### src/rtl/gpio_pkg.sv
package gpio_pkg;
  localparam int PORT_W = 8;
  localparam int IDX_W  = $clog2(PORT_W);
  localparam int ADDR_W = 2;

  typedef logic [PORT_W-1:0] port_t;

  typedef enum logic [ADDR_W-1:0] {
    SEL_DATA  = 2'd0,
    SEL_DIR   = 2'd1,
    SEL_ODSEL = 2'd2,
    SEL_NONE  = 2'd3
  } reg_sel_e;

  // Per-bit view of the port: latch for outputs, pin for inputs.
  function automatic port_t port_view(port_t dir, port_t lat, port_t pin);
    return (dir & lat) | (~dir & pin);
  endfunction

  // One-hot mask of the addressed bit.
  function automatic port_t bit_mask(logic [IDX_W-1:0] idx);
    return port_t'(1) << idx;
  endfunction

  // Whole-byte read-modify-write: read the view, patch one bit.
  function automatic port_t rmw_byte(port_t view, logic [IDX_W-1:0] idx, logic set);
    port_t m;
    m = bit_mask(idx);
    return set ? (view | m) : (view & ~m);
  endfunction
endpackage

### src/rtl/gpio_sync.sv
module gpio_sync #(
  parameter int W      = 8,
  parameter int STAGES = 2
) (
  input  logic         clk,
  input  logic         rst_n,
  input  logic [W-1:0] d_async,
  output logic [W-1:0] q_sync
);
  logic [W-1:0] stage_q [STAGES];

  for (genvar s = 0; s < STAGES; s++) begin : g_stage
    always_ff @(posedge clk or negedge rst_n) begin
      if (!rst_n) stage_q[s] <= '0;
      else if (s == 0) stage_q[s] <= d_async;
      else stage_q[s] <= stage_q[(s == 0) ? 0 : s-1];
    end
  end

  assign q_sync = stage_q[STAGES-1];
endmodule

### src/rtl/gpio_regs.sv
module gpio_regs
  import gpio_pkg::*;
(
  input  logic              clk,
  input  logic              rst_n,
  input  logic [ADDR_W-1:0] bus_addr,
  input  logic              bus_wr,
  input  port_t             bus_wdata,
  output port_t             bus_rdata,
  input  logic              bit_cmd,
  input  logic [IDX_W-1:0]  bit_idx,
  input  logic              bit_set,
  input  port_t             pin_sync,
  output port_t             dir_q,
  output port_t             lat_q,
  output port_t             od_q
);
  // Named internal events for the assertions.
  logic  data_wr_ev, dir_wr_ev, od_wr_ev, bit_ev, bit_drop_ev;
  port_t view_w, rmw_w, idx_mask_w;

  assign data_wr_ev  = bus_wr && (bus_addr == SEL_DATA);
  assign dir_wr_ev   = bus_wr && (bus_addr == SEL_DIR);
  assign od_wr_ev    = bus_wr && (bus_addr == SEL_ODSEL);
  assign bit_ev      = bit_cmd && !bus_wr;
  assign bit_drop_ev = bit_cmd && bus_wr;

  assign view_w     = port_view(dir_q, lat_q, pin_sync);
  assign idx_mask_w = bit_mask(bit_idx);
  assign rmw_w      = rmw_byte(view_w, bit_idx, bit_set);

  always_ff @(posedge clk or negedge rst_n) begin
    if (!rst_n) begin
      dir_q <= '0;
      lat_q <= '0;
      od_q  <= '0;
    end else begin
      if (dir_wr_ev)  dir_q <= bus_wdata;
      if (od_wr_ev)   od_q  <= bus_wdata;
      if (data_wr_ev) lat_q <= bus_wdata;
      else if (bit_ev) lat_q <= rmw_w;
    end
  end

  always_comb begin
    unique case (reg_sel_e'(bus_addr))
      SEL_DATA:  bus_rdata = view_w;
      SEL_DIR:   bus_rdata = dir_q;
      SEL_ODSEL: bus_rdata = od_q;
      default:   bus_rdata = '0;
    endcase
  end

  assert_wr_all_R3: assert property (@(posedge clk) disable iff (!rst_n)
    data_wr_ev |=> lat_q == $past(bus_wdata));

  assert_bit_target_R4: assert property (@(posedge clk) disable iff (!rst_n)
    bit_ev |=> lat_q[$past(bit_idx)] == $past(bit_set));

  assert_in_reload_R5: assert property (@(posedge clk) disable iff (!rst_n)
    bit_ev |=> ((lat_q ^ $past(pin_sync)) & ~$past(dir_q) & ~$past(idx_mask_w)) == '0);

  assert_out_keep_R6: assert property (@(posedge clk) disable iff (!rst_n)
    bit_ev |=> ((lat_q ^ $past(lat_q)) & $past(dir_q) & ~$past(idx_mask_w)) == '0);

  assert_dir_keep_R7: assert property (@(posedge clk) disable iff (!rst_n)
    dir_wr_ev |=> $stable(lat_q));

  assert_drop_bit_R11: assert property (@(posedge clk) disable iff (!rst_n)
    (bit_drop_ev && !data_wr_ev) |=> $stable(lat_q));
endmodule

### src/rtl/gpio_pad.sv
module gpio_pad
  import gpio_pkg::*;
(
  input  logic  clk,
  input  logic  rst_n,
  input  port_t dir_q,
  input  port_t lat_q,
  input  port_t od_q,
  output port_t pad_out,
  output port_t pad_oe
);
  for (genvar b = 0; b < PORT_W; b++) begin : g_bit
    always_comb begin
      if (od_q[b]) begin
        // N-channel: only pull low; a latched 1 floats.
        pad_out[b] = 1'b0;
        pad_oe[b]  = dir_q[b] & ~lat_q[b];
      end else begin
        pad_out[b] = lat_q[b];
        pad_oe[b]  = dir_q[b];
      end
    end
  end

  assert_od_no_high_R9: assert property (@(posedge clk) disable iff (!rst_n)
    (pad_oe & pad_out & od_q) == '0);

  assert_od_float_R9: assert property (@(posedge clk) disable iff (!rst_n)
    (pad_oe & od_q & lat_q) == '0);

  assert_pp_oe_R8: assert property (@(posedge clk) disable iff (!rst_n)
    ((pad_oe ^ dir_q) & ~od_q) == '0);

  assert_input_quiet_R1: assert property (@(posedge clk) disable iff (!rst_n)
    (pad_oe & ~dir_q) == '0);
endmodule

### src/rtl/gpio_rmw_port.sv
module gpio_rmw_port
  import gpio_pkg::*;
(
  input  logic              clk,
  input  logic              rst_n,
  input  logic [ADDR_W-1:0] bus_addr,
  input  logic              bus_wr,
  input  logic [PORT_W-1:0] bus_wdata,
  output logic [PORT_W-1:0] bus_rdata,
  input  logic              bit_cmd,
  input  logic [IDX_W-1:0]  bit_idx,
  input  logic              bit_set,
  input  logic [PORT_W-1:0] pin_in,
  output logic [PORT_W-1:0] pad_out,
  output logic [PORT_W-1:0] pad_oe
);
  localparam int SYNC_STAGES = 2;

  port_t pin_sync, dir_q, lat_q, od_q;

  gpio_sync #(.W(PORT_W), .STAGES(SYNC_STAGES)) u_sync (
    .clk(clk), .rst_n(rst_n), .d_async(pin_in), .q_sync(pin_sync)
  );

  gpio_regs u_regs (
    .clk(clk), .rst_n(rst_n), .bus_addr(bus_addr), .bus_wr(bus_wr),
    .bus_wdata(bus_wdata), .bus_rdata(bus_rdata), .bit_cmd(bit_cmd),
    .bit_idx(bit_idx), .bit_set(bit_set), .pin_sync(pin_sync),
    .dir_q(dir_q), .lat_q(lat_q), .od_q(od_q)
  );

  gpio_pad u_pad (
    .clk(clk), .rst_n(rst_n), .dir_q(dir_q), .lat_q(lat_q), .od_q(od_q),
    .pad_out(pad_out), .pad_oe(pad_oe)
  );
endmodule

### config.mk
export PLATFORM = sky130hd
export DESIGN_NAME = gpio_rmw_port
export DESIGN_NICKNAME = d
export VERILOG_FILES = /design/src/rtl/gpio_pkg.sv /design/src/rtl/gpio_sync.sv /design/src/rtl/gpio_regs.sv /design/src/rtl/gpio_pad.sv /design/src/rtl/gpio_rmw_port.sv
export SDC_FILE = /design/constraint.sdc
export NUM_CORES = 1
export LEC_CHECK = 0
export CELL_PAD_IN_SITES_DETAIL_PLACEMENT = 1
export CELL_PAD_IN_SITES_GLOBAL_PLACEMENT = 1
export CORE_MARGIN = 3
export CORE_UTILIZATION = 41
export DETAILED_ROUTE_END_ITERATION = 6
export PLACE_DENSITY = 0.95
export SLEW_MARGIN = 20
export SYNTH_ARGS = -nofsm -noshare
export SYNTH_HDL_FRONTEND = slang
export SYNTH_SLANG_ARGS = --single-unit
### constraint.sdc
create_clock -name clk -period 1.75 [get_ports clk]
set_input_delay 0.35 -clock clk [delete_from_list [all_inputs] [get_ports clk]]
set_output_delay 0.35 -clock clk [all_outputs]
set_load 0.05 [all_outputs]
==> results of run 1 <==
[Yosys cell counts, types with 2 or more instances]
library cell,count
a211oi_1,7
a21boi_0,8
a21oi_1,8
buf_2,3
buf_4,2
buf_6,3
clkbuf_2,2
dfrtp_1,40
inv_1,2
mux2_2,22
mux2i_1,8
nand2_1,2
nand3b_1,2
nor2_1,8
nor2b_1,9
nor3_1,8
nor3b_1,8
nor3b_2,3
o211ai_1,7
o21ai_0,9
[registers in the layout, summed over array words and instances (netlist names)]
register	flops
u_sync.stage_q	8
u_regs.dir_q	8
u_regs.od_q	8
u_sync.q_sync	8
u_regs.lat_q	8
[power breakdown]
group          internal, uW  leakage, uW  total, uW  switching (uW)
sequential             1050     0.000460       1200             145
combinational           742     0.000761       1530             788
clock                   271    0.0000410        577             306
total                  2060      0.00126       3300            1240
[layer usage]
metal / wire [microns] / up-vias / global-route usage [%]
met2: 3470 / 42 / 44.0
met5: 0 / - / 0
li1: - / 758 / -
met3: 201 / 9 / 4.75
met4: 129 / 0 / 8.74
met1: 2410 / 875 / 24.6
[metrics by stage]
stage / cell area (sq um) / total power [uW] / hold slack, ns
after global placement: 2870 / 2630 / 0.332
final: 3040 / 3300 / 0.0297
after global routing: 3040 / 3440 / 0.0776
after floorplan: 2020 / 1940 / 0.0544
after CTS: 3000 / 3300 / 0.0471
after detailed placement: 2870 / 2690 / 0.341
[worst max-delay path: cells and delay by family, from the launching register on]
kind / cells / cell delay, ns
buf+inv: 1 / 0.16
simple gates: 1 / 0.25
flops: 1 / 0.45
compound gates: 2 / 0.26
[kinds of logic (layout without fill, tap and decap cells)]
kind of cell,count (synthesis),in the layout,synth area share [%]
AOI/OAI and AO/OA,43,43,13.9
buffers and inverters,13,78,4.25
DFF,40,40,50.0
muxes,30,30,16.4
and+or+nand+nor,47,47,15.4
[worst max-delay path by stage]
stage               startpoint           end  slack, ns  cells past startpoint
2_1_floorplan      bus_addr[1]  bus_rdata[4]      -0.21                      5
3_3_place_gp       bus_addr[1]  bus_rdata[1]      -0.26                      6
3_5_place_dp       bus_addr[1]  bus_rdata[1]      -0.34                      6
4_1_cts            bus_addr[1]  bus_rdata[0]      0.005                      6
5_1_grt        u_regs.dir_q[4]  bus_rdata[4]      -0.04                      4
6_report       u_regs.dir_q[4]  bus_rdata[4]      -0.01                      4
[cell type report]
cell class | instances | area [sq um] | area share, %
Tap cell | 65 | 81.3 | 2.68
Sequential cell | 40 | 1010 | 33.1
Inverter | 2 | 7.51 | 0.247
Clock inverter | 1 | 5.00 | 0.165
Timing Repair Buffer | 69 | 881 | 29.0
Multi-Input combinational cell | 120 | 985 | 32.4
Clock buffer | 6 | 72.6 | 2.39
[what timing repair did]
item	in CTS	in global routing
pin swaps	2	5
resized for setup	11	11
setup endpoints to repair	8	8
hold buffers	0	0
buffers inserted	2	2
==> qor.yml, run 1 <==
synthesis:
  synth_top_area_share_pct: 50.0
  synthArstFlopShare_pct: 100
  ys_dominant_reg_cell: "dfrtp_1"
  syn_nets: 199
  synth_cell_types: 32
  yosys-top-cells-area: "dfrtp_1, mux2_2, mux2i_1"
  synth_top_cell_by_area: "dfrtp_1"
  syn_area_sq_mm: 0.00200
  synth_seq_cells: 40
  synth_area_per_cell_sq_um: 11.6
  synth_edf_count: 0
  ys_seq_area_share_pct: 50.0
  synthCells: 173
  synth-warning-count: 0
finish:
  fin_nets: 264
  area_growth_pct: 51.7
  layout_common_cells: "dfrtp_1, buf_12, mux2_2, clkdlybuf4s50_1, buf_4"
  diodes: 0
  finalNonFillerCells: 303
  final_util_pct: 67.0
  layout_commonest_cell: "dfrtp_1"
  fill_cells: 437
  final_layout_size_suffix_gt1_share_pct: 42.0
setup_path:
  startpoint_type: "register"
  critPathKind: "register to output port"
  path_cells: "nor3b_2, a21oi_1, o21ai_2, buf_12"
  reg2reg_depth: 4
  worst_setup_path_end_kind: "output port"
  cp.arrival_ns: 1.41
  timing.rr.end: "u_regs.lat_q[7]"
  path_max_fanout: 5
  reg2reg_from: "u_regs.dir_q[7]"
  slowest_delay_ns: 0.45
  critPathRequiredTime_ns: 1.40
  rrSetupSlack_ns: 0.45
  crit_slowest_cell: "dfrtp_2"
power_and_ir_drop:
  peakVddDrop_mv: 0.661
  power.density_mw_per_mm2: 1090
  p_leak_uw: 0.00126
placed_design:
  place_hpwl_microns: 4450
  gp_congestion: 0.771
  pre_cts_ws_ns: -0.341
  placed_cells: 292
  port_buffers: 49
floorplan:
  core_sq_mm: 0.00453
  die_x_microns: 75.9
  die_area_sq_mm: 0.00576
  rows: 24
  start_util_pct: 44.2
  die_h_microns: 75.9
  io-pin-count: 50
clock_tree:
  cts_root_buf: "clkbuf_8"
  clk_pin_slew_ns: 0.08
  clk_path_buf_depth: 2
  numCtsBuffers: 5
  insertion_delay_ns: 0.30
  htree_num_levels: 2
  clock_sinks: 40
  cts_tree: "built"
flow_run:
  maxCapViolations: 0
sta:
  finClkSkew_ns: 0.00995
  tns_ns: -0.0148
  fin_crit_ns: 1.76
  hold_viol_final: 0
  period_share_pct: 101
  setup_viol: 1
  worst_pin_slew_ns: 0.552
  max_freq_ghz: 0.567
  rsz0062_at_grt: "true"
  fin_ws_ns: -0.0148
  drv_slew: 0
  max_slew_margin_pct: 63.2
global_routing:
  grt_pass1_wl_microns: 9650
  grt_pass1_vias: 1962
  grt_max_degree: 26
  antenna_found_initial: 0
  overflow: 0
  track_usage_pct: 23.1
detailed_routing:
  via_per_inst: 5.56
  ant_nets: 0
  vias: 1684
  drt_iter0_markers: 93
  routed_wl_microns: 6210
  drcViolationCount: 0
  first_pass_iters: 4
  drt-wirelength-per-cell_microns: 20.5
status:
  violations: "negative setup slack"
  outcome: "complete, but fails checks"
hold_path:
  hold_path_class: "input port to asynchronous set/reset pin"
Power figures use the tool's default switching activity.
==> run 2: changes to the inputs <==
Settings changed: CORE_UTILIZATION 41 to 38, PLACE_DENSITY 0.95 to 0.91.
Clock period 1.75 ns to 1.67 ns, I/O delays scaled along.
==> run 2 against run 1 <==
The run still ends with negative setup slack left. Critical path type unchanged. Largest cell class unchanged. Register-to-register slack worse by 0.07 ns. Die area increased by 7.3%. Final cell count increased by 4.0%.
==> qor.yml, run 2 (synthesis gave the netlist of run 1 again) <==
finish:
  final_util_pct: 64.1  # was 67.0%
  diodes: 0  # unchanged
  layout_commonest_cell: "dfrtp_1"  # unchanged
  area_growth_pct: 57.3  # was 51.7%
  layout_common_cells: "dfrtp_1, buf_12, buf_4"  # was dfrtp_1, buf_12, mux2_2, clkdlybuf4s50_1, buf_4
  fill_cells: 501  # was 437
  fin_nets: 274  # was 264
  final_layout_size_suffix_gt1_share_pct: 45.6  # was 42.0%
global_routing:
  grt_pass1_vias: 1879  # was 1962
  overflow: 0  # unchanged
  antenna_found_initial: 0  # unchanged
  grt_max_degree: 23  # was 26
  track_usage_pct: 20.4  # was 23.1%
  grt_pass1_wl_microns: 9580  # was 9650 microns
detailed_routing:
  drt_iter0_markers: 55  # was 93
  ant_nets: 0  # unchanged
  vias: 1686  # was 1684
  drcViolationCount: 0  # unchanged
  first_pass_iters: 4  # unchanged
  routed_wl_microns: 6040  # was 6210 microns
  via_per_inst: 5.35  # was 5.56
  drt-wirelength-per-cell_microns: 19.2  # was 20.5 microns
placed_design:
  gp_congestion: 0.792  # was 0.771
  place_hpwl_microns: 4240  # was 4450 microns
  port_buffers: 49  # unchanged
  pre_cts_ws_ns: -0.349  # was -0.341 ns
setup_path:
  startpoint_type: "register"  # unchanged
  worst_setup_path_end_kind: "output port"  # unchanged
  critPathKind: "register to output port"  # unchanged
  path_max_fanout: 4  # was 5
  cp.arrival_ns: 1.36  # was 1.41 ns
  critPathRequiredTime_ns: 1.34  # was 1.40 ns
clock_tree:
  cts_tree: "built"  # unchanged
  htree_num_levels: 2  # unchanged
  numCtsBuffers: 5  # unchanged
  cts_root_buf: "clkbuf_8"  # unchanged
  clk_path_buf_depth: 2  # unchanged
  clock_sinks: 40  # unchanged
  insertion_delay_ns: 0.29  # was 0.30 ns
  clk_pin_slew_ns: 0.07  # was 0.08 ns
sta:
  max_freq_ghz: 0.592
  setup_viol: 1  # unchanged
  fin_ws_ns: -0.0193  # was -0.0148 ns
  tns_ns: -0.0193  # was -0.0148 ns
  hold_viol_final: 0  # unchanged
  whs_ns: 0.351  # was 0.0297 ns
  finClkSkew_ns: 0.00672  # was 0.00995 ns
  drv_slew: 0  # unchanged
  worst_pin_slew_ns: 0.482  # was 0.552 ns
  fin_crit_ns: 1.69
  period_share_pct: 101
  rsz0062_at_grt: "true"  # unchanged
  max_slew_margin_pct: 67.9  # was 63.2%
floorplan:
  start_util_pct: 40.8  # was 44.2%
  die_h_microns: 78.6  # was 75.9 microns
  die_area_sq_mm: 0.00617  # was 0.00576 sq mm
  io-pin-count: 50  # unchanged
  die_x_microns: 78.6  # was 75.9 microns
  rows: 25  # was 24
  core_sq_mm: 0.00491  # was 0.00453 sq mm
power_and_ir_drop:
  peakVddDrop_mv: 0.590  # was 0.661 mV
  p_leak_uw: 0.00132  # was 0.00126 uW
  power.density_mw_per_mm2: 1120  # was 1090 mW/mm^2
  finalPower_uw: 3520  # was 3300 uW
hold_path:
  hold_path_class: "register to register"  # was input port to asynchronous set/reset pin
flow_run:
  maxCapViolations: 0  # unchanged
status:
  violations: "negative setup slack"  # unchanged
  outcome: "complete, but fails checks"  # unchanged
[run 2: changes by cell type in the layout (fill, tap and decap cells not counted), sizes merged]
cell and delta:
dlygate4sd3 +1, buf +9
[run 2: metal layers]
layer	vias up	share of wire, %	GRT usage (%)
li1	786	-	-
met1	846	42	24.3
met2	43	53	36.3
met3	11	3.3	4.13
met4	0	2.0	7.17
met5	-	0	0
[run 2: area by class of cell]
class | count | area (sq um) | share of cell area (%)
clock inverter | 1 | 5.00 | 0.159
tap | 67 | 83.8 | 2.66
inverter | 2 | 7.51 | 0.238
multi-input combinational | 120 | 1000 | 31.7
timing repair buffer | 79 | 975 | 30.9
clock buffer | 6 | 72.6 | 2.30
sequential | 40 | 1010 | 31.9
[run 2: repair_timing]
item,in CTS,in global routing
setup buffers,6,4
hold endpoints to repair,5,0
resized for setup,13,12
pin swaps,2,8
setup endpoints to repair,8,9
hold buffers,1,0
[run 2: critical path: stages (launching register included)]
cell	delay [ns]
dfrtp_2	0.44
nor3b_2	0.23
a21oi_2	0.06
o21ai_2	0.17
buf_12	0.16
[run 2: report_power, final]
| group | internal [uW] | switching (uW) | leakage [uW] |
|---|---|---|---|
| registers | 1100 | 152 | 0.000461 |
| logic | 830 | 830 | 0.000817 |
| clock network | 284 | 327 | 0.0000410 |
[run 2: stage by stage]
stage	cell area (sq um)	instances
after floorplan	2030	173
after global placement	2920	297
after detailed placement	2920	297
after CTS	3080	311
after global routing	3150	315
final	3150	315
[run 2: final timing paths]
path / from / to / slack [ns] / cells past startpoint
setup / recovery: u_regs.dir_q[4] / bus_rdata[4] / -0.02 / 4
hold / removal: u_sync.stage_q[13] / u_sync.q_sync[5] / 0.35 / 0
setup reg to reg: u_regs.dir_q[1] / u_regs.lat_q[1] / 0.38 / 5
hold reg to reg: u_sync.stage_q[13] / u_sync.q_sync[5] / 0.35 / 0
max in group asynchronous: rst_n / u_regs.dir_q[4] / 0.64 / 3
min in group asynchronous: rst_n / u_regs.dir_q[6] / 0.53 / 2
